### src/rtl/bkc_pkg.sv
package bkc_pkg;
    typedef enum logic [1:0] {
        ST_IDLE = 2'd0,
        ST_READ = 2'd1,
        ST_EMIT = 2'd2
    } bkc_state_e;
endpackage

### src/rtl/bkc_bead_table.sv
// Per-bead record of the latest invalidation time, with a stale check for one event.
module bkc_bead_table #(
    parameter int BEAD_W = 3,
    parameter int TIME_W = 12
) (
    input  logic              clk,
    input  logic              rst_n,
    input  logic              wr_en,
    input  logic [BEAD_W-1:0] wr_bead,
    input  logic [TIME_W-1:0] wr_time,
    input  logic [BEAD_W-1:0] chk_a,
    input  logic [BEAD_W-1:0] chk_b,
    input  logic [TIME_W-1:0] chk_ctime,
    output logic              stale
);
    localparam int NUM_BEAD = 1 << BEAD_W;

    logic [TIME_W-1:0] inv_d [NUM_BEAD];
    logic [TIME_W-1:0] inv_q [NUM_BEAD];

    always_comb begin
        inv_d = inv_q;
        if (wr_en) begin
            inv_d[wr_bead] = wr_time;
        end
    end

    always_ff @(posedge clk) begin
        if (!rst_n) begin
            for (int i = 0; i < NUM_BEAD; i++) begin
                inv_q[i] <= '0;
            end
        end else begin
            inv_q <= inv_d;
        end
    end

    assign stale = (inv_q[chk_a] > chk_ctime) || (inv_q[chk_b] > chk_ctime);
endmodule

### src/rtl/bkc_sort_buf.sv
// Small insertion-sort buffer; equal keys stay in arrival order.
module bkc_sort_buf #(
    parameter int KEY_W = 12,
    parameter int PAY_W = 6,
    parameter int DEPTH = 8,
    parameter int CNT_W = $clog2(DEPTH + 1),
    parameter int IDX_W = $clog2(DEPTH)
) (
    input  logic             clk,
    input  logic             rst_n,
    input  logic             clr,
    input  logic             push,
    input  logic [KEY_W-1:0] push_key,
    input  logic [PAY_W-1:0] push_pay,
    input  logic [IDX_W-1:0] rd_idx,
    output logic [KEY_W-1:0] rd_key,
    output logic [PAY_W-1:0] rd_pay,
    output logic [CNT_W-1:0] count
);
    logic [KEY_W-1:0] key_d [DEPTH];
    logic [KEY_W-1:0] key_q [DEPTH];
    logic [PAY_W-1:0] pay_d [DEPTH];
    logic [PAY_W-1:0] pay_q [DEPTH];
    logic [CNT_W-1:0] cnt_d, cnt_q;
    logic [DEPTH-1:0] not_after;
    logic [CNT_W-1:0] pos;

    // one comparator per slot: is this slot at or before the new key
    for (genvar g = 0; g < DEPTH; g++) begin : g_cmp
        assign not_after[g] = (CNT_W'(g) < cnt_q) && (key_q[g] <= push_key);
    end

    assign pos = CNT_W'($countones(not_after));

    always_comb begin
        key_d = key_q;
        pay_d = pay_q;
        cnt_d = cnt_q;
        if (clr) begin
            cnt_d = '0;
        end else if (push) begin
            cnt_d = cnt_q + 1'b1;
            for (int i = 0; i < DEPTH; i++) begin
                if (CNT_W'(i) == pos) begin
                    key_d[IDX_W'(i)] = push_key;
                    pay_d[IDX_W'(i)] = push_pay;
                end else if (CNT_W'(i) > pos) begin
                    key_d[IDX_W'(i)] = key_q[IDX_W'((i > 0) ? i - 1 : 0)];
                    pay_d[IDX_W'(i)] = pay_q[IDX_W'((i > 0) ? i - 1 : 0)];
                end
            end
        end
    end

    always_ff @(posedge clk) begin
        if (!rst_n) begin
            cnt_q <= '0;
            for (int i = 0; i < DEPTH; i++) begin
                key_q[i] <= '0;
                pay_q[i] <= '0;
            end
        end else begin
            cnt_q <= cnt_d;
            key_q <= key_d;
            pay_q <= pay_d;
        end
    end

    assign rd_key = key_q[rd_idx];
    assign rd_pay = pay_q[rd_idx];
    assign count  = cnt_q;
endmodule

### src/rtl/bkc_calendar.sv
// Ring of unordered interval buckets, drained through a validity filter and a sort stage.
module bkc_calendar
    import bkc_pkg::*;
#(
    parameter int TIME_W   = 12,
    parameter int BEAD_W   = 3,
    parameter int BKT_LOG2 = 2,
    parameter int DEPTH    = 8,
    parameter int SHIFT    = 4
) (
    input  logic              clk,
    input  logic              rst_n,
    input  logic              ins_valid,
    input  logic [TIME_W-1:0] ins_time,
    input  logic [BEAD_W-1:0] ins_bead_a,
    input  logic [BEAD_W-1:0] ins_bead_b,
    input  logic [TIME_W-1:0] ins_ctime,
    input  logic              inv_valid,
    input  logic [BEAD_W-1:0] inv_bead,
    input  logic [TIME_W-1:0] inv_time,
    input  logic              drain_req,
    output logic              busy,
    output logic              out_valid,
    output logic [TIME_W-1:0] out_time,
    output logic [BEAD_W-1:0] out_bead_a,
    output logic [BEAD_W-1:0] out_bead_b,
    output logic              out_last,
    output logic              overflow
);
    localparam int NUM_BKT = 1 << BKT_LOG2;
    localparam int CNT_W   = $clog2(DEPTH + 1);
    localparam int IDX_W   = $clog2(DEPTH);
    localparam int PAY_W   = 2 * BEAD_W;

    typedef struct packed {
        logic [TIME_W-1:0] t;
        logic [BEAD_W-1:0] a;
        logic [BEAD_W-1:0] b;
        logic [TIME_W-1:0] ct;
    } evt_t;

    typedef struct {
        bkc_state_e          st;
        logic [BKT_LOG2-1:0] head;
        logic [CNT_W-1:0]    rd;
        logic [IDX_W-1:0]    em;
        logic                ovf;
        logic [CNT_W-1:0]    cnt [NUM_BKT];
        evt_t                mem [NUM_BKT][DEPTH];
    } ctl_t;

    ctl_t s_d, s_q;

    logic [BKT_LOG2-1:0] ins_bkt;
    evt_t                cur;
    logic                stale;
    logic                sb_clr, sb_push;
    logic [TIME_W-1:0]   sb_key;
    logic [PAY_W-1:0]    sb_pay;
    logic [CNT_W-1:0]    sb_cnt;
    logic                at_end, last_el;

    assign ins_bkt = ins_time[SHIFT +: BKT_LOG2];
    assign cur     = s_q.mem[s_q.head][IDX_W'(s_q.rd)];
    assign at_end  = (s_q.rd == s_q.cnt[s_q.head]);
    assign last_el = (CNT_W'(s_q.em) + CNT_W'(1)) == sb_cnt;

    bkc_bead_table #(.BEAD_W(BEAD_W), .TIME_W(TIME_W)) bead_tab_i (
        .clk       (clk),
        .rst_n     (rst_n),
        .wr_en     (inv_valid),
        .wr_bead   (inv_bead),
        .wr_time   (inv_time),
        .chk_a     (cur.a),
        .chk_b     (cur.b),
        .chk_ctime (cur.ct),
        .stale     (stale)
    );

    bkc_sort_buf #(
        .KEY_W (TIME_W),
        .PAY_W (PAY_W),
        .DEPTH (DEPTH),
        .CNT_W (CNT_W),
        .IDX_W (IDX_W)
    ) sort_i (
        .clk      (clk),
        .rst_n    (rst_n),
        .clr      (sb_clr),
        .push     (sb_push),
        .push_key (cur.t),
        .push_pay ({cur.a, cur.b}),
        .rd_idx   (s_q.em),
        .rd_key   (sb_key),
        .rd_pay   (sb_pay),
        .count    (sb_cnt)
    );

    always_comb begin
        s_d     = s_q;
        sb_clr  = 1'b0;
        sb_push = 1'b0;

        // append at bucket tail; refuse full bucket or the bucket under drain
        if (ins_valid) begin
            if ((s_q.cnt[ins_bkt] == CNT_W'(DEPTH)) ||
                ((s_q.st != ST_IDLE) && (ins_bkt == s_q.head))) begin
                s_d.ovf = 1'b1;
            end else begin
                s_d.mem[ins_bkt][IDX_W'(s_q.cnt[ins_bkt])] =
                    '{t: ins_time, a: ins_bead_a, b: ins_bead_b, ct: ins_ctime};
                s_d.cnt[ins_bkt] = s_q.cnt[ins_bkt] + 1'b1;
            end
        end

        unique case (s_q.st)
            ST_IDLE: begin
                if (drain_req) begin
                    s_d.st = ST_READ;
                    s_d.rd = '0;
                    sb_clr = 1'b1;
                end
            end
            ST_READ: begin
                if (at_end) begin
                    s_d.em = '0;
                    if (sb_cnt == '0) begin
                        s_d.st              = ST_IDLE;
                        s_d.cnt[s_q.head]   = '0;
                        s_d.head            = s_q.head + 1'b1;
                    end else begin
                        s_d.st = ST_EMIT;
                    end
                end else begin
                    sb_push = !stale;
                    s_d.rd  = s_q.rd + 1'b1;
                end
            end
            ST_EMIT: begin
                if (last_el) begin
                    s_d.st            = ST_IDLE;
                    s_d.cnt[s_q.head] = '0;
                    s_d.head          = s_q.head + 1'b1;
                    sb_clr            = 1'b1;
                end else begin
                    s_d.em = s_q.em + 1'b1;
                end
            end
            default: s_d.st = ST_IDLE;
        endcase
    end

    always_ff @(posedge clk) begin
        if (!rst_n) begin
            s_q.st   <= ST_IDLE;
            s_q.head <= '0;
            s_q.rd   <= '0;
            s_q.em   <= '0;
            s_q.ovf  <= 1'b0;
            for (int b = 0; b < NUM_BKT; b++) begin
                s_q.cnt[b] <= '0;
                for (int e = 0; e < DEPTH; e++) begin
                    s_q.mem[b][e] <= '0;
                end
            end
        end else begin
            s_q <= s_d;
        end
    end

    assign busy                     = (s_q.st != ST_IDLE);
    assign out_valid                = (s_q.st == ST_EMIT);
    assign out_time                 = sb_key;
    assign {out_bead_a, out_bead_b} = sb_pay;
    assign out_last                 = out_valid && last_el;
    assign overflow                 = s_q.ovf;
endmodule

### config.mk
export PLATFORM = sky130hd
export DESIGN_NAME = bkc_calendar
export DESIGN_NICKNAME = d
export VERILOG_FILES = /design/src/rtl/bkc_pkg.sv /design/src/rtl/bkc_bead_table.sv /design/src/rtl/bkc_sort_buf.sv /design/src/rtl/bkc_calendar.sv
export SDC_FILE = /design/constraint.sdc
export NUM_CORES = 2
export LEC_CHECK = 0
export CORE_ASPECT_RATIO = 1.1
export CORE_MARGIN = 2
export CORE_UTILIZATION = 55
export CTS_CLUSTER_DIAMETER = 60
export DETAILED_ROUTE_END_ITERATION = 10
export DONT_BUFFER_PORTS = 1
export HOLD_SLACK_MARGIN = 0.1
export PLACE_DENSITY = 0.7
export SLEW_MARGIN = 20
export SYNTH_ARGS = -nofsm -noshare
export SYNTH_HDL_FRONTEND = slang
export SYNTH_SLANG_ARGS = --single-unit
### constraint.sdc
create_clock -name clk -period 6.3 [get_ports clk]
set_input_delay 0.945 -clock clk [delete_from_list [all_inputs] [get_ports clk]]
set_output_delay 0.945 -clock clk [all_outputs]
set_load 0.01 [all_outputs]
; Yosys cells after proc, flatten, opt, wreduce, memory -nomap -nowiden
; Cells that the tools add are included.
[classes]
eq_ne = 15
n_bitwise = 13
addsub = 13
n_mux = 73
n_reduce_logical = 37
order_cmp = 30
[op_table]
columns = op, count
row1 = 2-to-1 mux 976 bit, 2
row2 = bitwise mux 960 bit, 1
row3 = 2-to-1 mux 240 bit, 3
row4 = binary-select mux 240 bit (select 2 bit), 1
row5 = demux 240 bit (select 2 bit), 1
row6 = 2-to-1 mux 12 bit, 13
row7 = binary-select mux 12 bit (select 3 bit), 3
row8 = bitwise mux 96 bit, 1
row9 = binary-select mux 30 bit (select 3 bit), 1
row10 = demux 30 bit (select 3 bit), 1
row11 = 2-to-1 mux 30 bit, 3
row12 = <= comparator 12 bit, 4
row13 = 2-to-1 mux 16 bit, 3
row14 = 2-to-1 mux 6 bit, 8
row15 = 2-to-1 mux 4 bit, 10
row16 = demux 12 bit (select 3 bit), 1
row17 = one-hot mux 16 bit (2 select lines), 1
row18 = greater-or-equal comparator 4 bit (second input constant), 6
row19 = greater-than comparator 12 bit, 2
row20 = inverter 3 -> 4 bit, 6
row21 = AND reduction 3 bit, 7
row22 = binary-select mux 6 bit (select 3 bit), 1
row23 = AND 16 bit, 1
row24 = binary-select mux 4 bit (select 2 bit), 2
row25 = 46 further kinds, 99
[word_totals]
ff_bits = 1160
word_cells = 335
in_bits = 50

; Depth between registers and ports, before layout
[logic_depth]
depth_word = 18
depth_mapped = 34
mapped_depth_nobuf = 26

; By module
; A second synthesis with hierarchy kept.
[hier_totals]
hier_cells = 5891
area_unflattened_um2 = 55538.3
[by_module_without_submodules]
columns = mod, cells_per_inst, seq_area_each_um2, n_inst, area_per_inst_um2
row1 = bkc_calendar, 4792, 19779.0, 1, 44747.9
row2 = bkc_bead_table, 604, 1921.8, 1, 5884.4
row3 = bkc_sort_buf, 495, 1521.5, 1, 4906.0

; Worst setup path after synthesis
; Ideal clock, no wire load.
[synth_timing]
path_type = reg2reg
start = register s_q[984] (netlist bit)
end = register sort_i.key_q[77] (netlist bit)
arrival_time_ns = 6.565
setup_slack_ns = -0.393
synth_period_minus_slack_ns = 6.693
setup_ns = 0.128
path_stages_with_launch = 32
cell_sequence = dfxtp_1 buf_6 buf_8 buf_8 buf_6 buf_8 mux2i_1 a22oi_1 a21oi_1 or4_4 ha_1 a21o_1 a21o_1 a21o_1 a21o_1 a21o_1 a31oi_1 o21a_1 ha_1 inv_1 fa_1 inv_1 fa_1 ha_1 fa_1 or3_1 a221o_1 nor4_1 buf_6 buf_4 mux2i_1 nor2_1
[synth_via]
elab_chain_cells = 17
[synth_lines]
columns = element, line_no
row1 = start: declaration, bkc_calendar.sv:52  ; ctl_t s_d, s_q;
row2 = inverter 2 -> 3 bit (implied by the code) *, "bkc_calendar.sv:64, bkc_calendar.sv:65"
row3 = branches (longest 16 deep; another with <= comparator 12 bit), n/a
row4 = end signal: assignment, bkc_sort_buf.sv:64  ; key_q <= key_d;
row5 = end: declaration, bkc_sort_buf.sv:21  ; logic [KEY_W-1:0] key_q [DEPTH];
; Every way passes the cells marked *. The select of a mux whose other input is x is not followed.
; A chain may end at the register's enable or synchronous reset.

; Final worst setup path
[layout_timing]
start = register s_q[984] (netlist bit)
end = register sort_i.key_q[65] (netlist bit)
[layout_via]
elab_chain_cells = 17
[layout_lines]
columns = element, line_no
row1 = inverter 2 -> 3 bit (implied by the code) *, "bkc_calendar.sv:64, bkc_calendar.sv:65"
row2 = branches (longest 16 deep; another with <= comparator 12 bit), n/a
; Marked as above.

==> results.txt <==
- Total congestion overflow: 0
* Result of the run: complete, but fails checks
- Total Power: 16.8 mW
* Most common library cell in the layout ignoring fill and taps: sky130_fd_sc_hd__nand2_1
* Post-synthesis cell area: 0.0535 mm^2
- After routing, the total negative slack on setup checks comes to -22.99 ns.
* Maximum clock rate: 148 MHz
* Crit. End Element: flop
- Setup repair after global routing could not meet its margin everywhere.
- Standard cell with the maximum stage delay on the critical path: sky130_fd_sc_hd__or4_4
* Row cnt: 119
- Tcrit/Tclk final: 1.07
* Highest-count cells in the layout ignoring fill and taps: 1,443 x sky130_fd_sc_hd__nand2_1, 1,155 x sky130_fd_sc_hd__dfxtp_1, 715 x sky130_fd_sc_hd__a21oi_1
* Clock group share of total power: 0.440
- The number of different library cells used by synthesis comes to 75.
- Startpoint of the worst-slack reg-to-reg timing path: s_q[984]
- After synthesis, the largest family of logic cells by area is multiplexers.
- Sequential share of the synthesized area: 0.434
* Total routing usage reported by global routing: 0.339
- The die covers 0.0998 mm^2.
* Share of final-layout standard cells stronger than drive strength 1: 0.169
- Simple-Gate Fraction of Synth Area: 0.165
- At the pin with the least slew margin, the transition time is 1.14 ns.
- Clk_skew: 0.0357 ns
- Combinational Power Share: 0.116
* Power density over the cells: 277 mW/mm^2
- Worst hold margin: 0.353 ns
- Headroom to the max-slew limit came out at 0.239.
- For this block, the initial DRC count from the detailed router was 4,571.
- Bufs and invs on worst path: 9
* Sink Count: 1,160
- ANT nets after route: 0
- The analysis attributes to cell leakage a power of 20.9 nW.
* Average vias per placed instance: 6.18
* Placeable core region: 0.0960 mm^2
- After synthesis, the share of flip-flops with an asynchronous set or reset is 0.
- For the worst-skew pair, the clock arrives at the later sink with an insertion delay of 0.72 ns.
- For this block, the routed nets add up to 173 mm of wire.
- Detail-routed net length per standard cell: 24.2 um
- Fraction of power consumed by sequential logic: 0.444
- For this design the total switching power over the nets is 4.25 mW.
- The share of the synthesized area in compound gates (AO/OA/AOI/OAI) came to 0.107.
- Hold Path Class: in2reg
- Number of enable-type register cells in the synthesized netlist: 0
- Clock transition at the registers of the reported paths: 0.07 ns
- Cell internal power was estimated by the tool at 12.6 mW.
* Crit-path most repeated cell: sky130_fd_sc_hd__a21o_1
- The initial utilization of the core area, before any placement, comes to 0.557.
* Die width: 301 um
- Relative to the synthesized area, the layout overhead comes to 13.6%.
* Fraction of synthesized cell area taken by the top area cell type: 0.434
- DP HPWL: 104 mm
- Area contributors post-synth: sky130_fd_sc_hd__dfxtp_1 43%, sky130_fd_sc_hd__mux4_2 11%, sky130_fd_sc_hd__nand2_1 10%, sky130_fd_sc_hd__mux2i_1 9.9%, sky130_fd_sc_hd__a21oi_1 6.8%
- Drt first pass iters: 6
- Final Util: 0.633
* Count of input and output buffers: 0
- Post-Synthesis Cells: 5,882
* Setup WS post-layout: -0.468 ns
* Most used flip-flop cell after synthesis: sky130_fd_sc_hd__dfxtp_1
- In this run the worst path has a maximum fanout of 7.
- Final weighted congestion of routability-driven global placement: 0.895
* YS warnings: 0
- Period minus WS final: 6.77 ns
- Of the total synthesized cell area, the portion taken by full adders, half adders and majority gates is 0.0230.
- Final setup violation count: 72
* Fin nets: 5,937
* Maximum resistive drop on vdd: 0.000343 V
- The number of max-slew violations in the final report came to 0.
- Critical path class: reg2reg
* Mean Syn Cell Area: 9.09 um^2
- Initial antenna violation count: 0
* Pin count of the biggest net entering global routing: 193
- Of the total synthesized cell area, the portion taken by XOR and XNOR cells is 0.00278.
- Hold Vio Cnt, Final: 0
- In this run the clock root is driven by a sky130_fd_sc_hd__clkbuf_16.
- Count of pins on the block boundary: 72
- The startpoint identified for the worst hold timing path is ins_ctime[2].
- After detailed routing, the number of remaining DRC violations is 0.
- Synthesis-stage register bit count: 1,160
- The largest total area in the synthesized netlist belongs to sky130_fd_sc_hd__dfxtp_1.
- Data arrival time of the critical path: 7.32 ns
- Largest stage delay on the critical path: 0.57 ns
- Among cell families on the critical path, the largest total delay comes from adder cells.
* Filler Cell Count: 7,844
- At the worst endpoint, the required time is 6.85 ns.
- Failing checks: negative setup slack
* Setup crit start: s_q[984]
* Clock tree from TritonCTS: done
- The first global-routing pass estimated 259 mm of wire.
- H-tree depth: 3
* Number of clock buffers inserted by TritonCTS: 117
* Maximum root-to-sink buffer count: 3
- Startpoint types: flop
- Vias in the first global route: 42,800
- Counting every net in the synthesized netlist gives 6,028.
* Number of max-cap violations: 0
* Post-synthesis mux area share: 0.216
* Vertical die dimension: 331 um
- Of the total power, the share spent switching nets is 0.252.
* Via count of the routed design: 44,300
-- cell type report --
cell class	count	area (um^2)	share of cell area
timing repair buffer	325	3290	0.0541
antenna	1	2.50	0.0000412
inverter	33	131	0.00216
clock buffer	168	3420	0.0563
multi-input combinational	4154	28400	0.468
sequential	1160	23200	0.382
tap	1270	1590	0.0262
clock inverter	51	678	0.0112
-- cell usage after synthesis (all sizes together), types with 33 or more instances --
cell / n
a21oi: 730
a22oi: 33
buf: 203
clkbuf: 332
dfxtp: 1160
ha: 92
mux2: 53
mux2i: 531
mux4: 251
nand2: 1451
nor2: 552
nor2b: 35
o21ai: 57
o22ai: 58
-- power by group through the flow --
stage	clock network (mW)	logic, mW	registers, mW
global placement	0	1.77	7.63
global route	7.75	2.06	7.47
finish	7.41	1.95	7.47
floorplan	0	1.29	7.61
CTS	7.46	1.87	7.47
detailed placement	0	1.78	7.64
-- worst paths after layout --
check | slack (ns) | cells past startpoint | endpoint
worst min register to register | 0.43 | 2 | s_q[262]
worst min-delay path | 0.35 | 2 | s_q[872]
worst max-delay path | -0.47 | 31 | sort_i.key_q[65]
worst max register to register | -0.47 | 31 | sort_i.key_q[65]
-- metrics by stage --
stage	std cells	setup WS, ns	area [um^2]
2_1_floorplan	5882	-0.196	53600
3_3_place_gp	6897	-0.657	55400
3_5_place_dp	6897	-0.726	55400
4_1_cts	7147	-0.303	60200
5_1_grt	7161	-0.703	60800
6_report	7162	-0.468	60800
-- sequential cells by signal, indices dropped and copies added (netlist names) --
name and count:
s_q 987, bead_tab_i.inv_q 96, sort_i.key_q 48, sort_i.pay_q 24
sort_i.count 4, overflow 1
-- what timing repair did --
item                       4_1_cts  5_1_grt
cloned                           5        1
setup buffers                   26       16
resized for setup               79       86
hold buffers                     0        0
pin swaps                       17       46
setup endpoints to repair       72       74
-- cell families after synthesis --
logic type,count (synthesis)
multiplexers,835
buffers and inverters,568
adder cells (fa/ha/maj),96
XOR/XNOR,17
AND/OR/NAND/NOR,2196
AO/OA/AOI/OAI,1010
flip-flops,1160
-- routing by layer --
layer | routed length (um) | up-vias | global-route usage
li1 | - | 20000 | -
met1 | 63400 | 21400 | 0.402
met2 | 82400 | 2164 | 0.568
met3 | 15300 | 656 | 0.0615
met4 | 12300 | 0 | 0.219
met5 | 0 | - | 0
No activity file was read; power rests on OpenSTA's default activity.
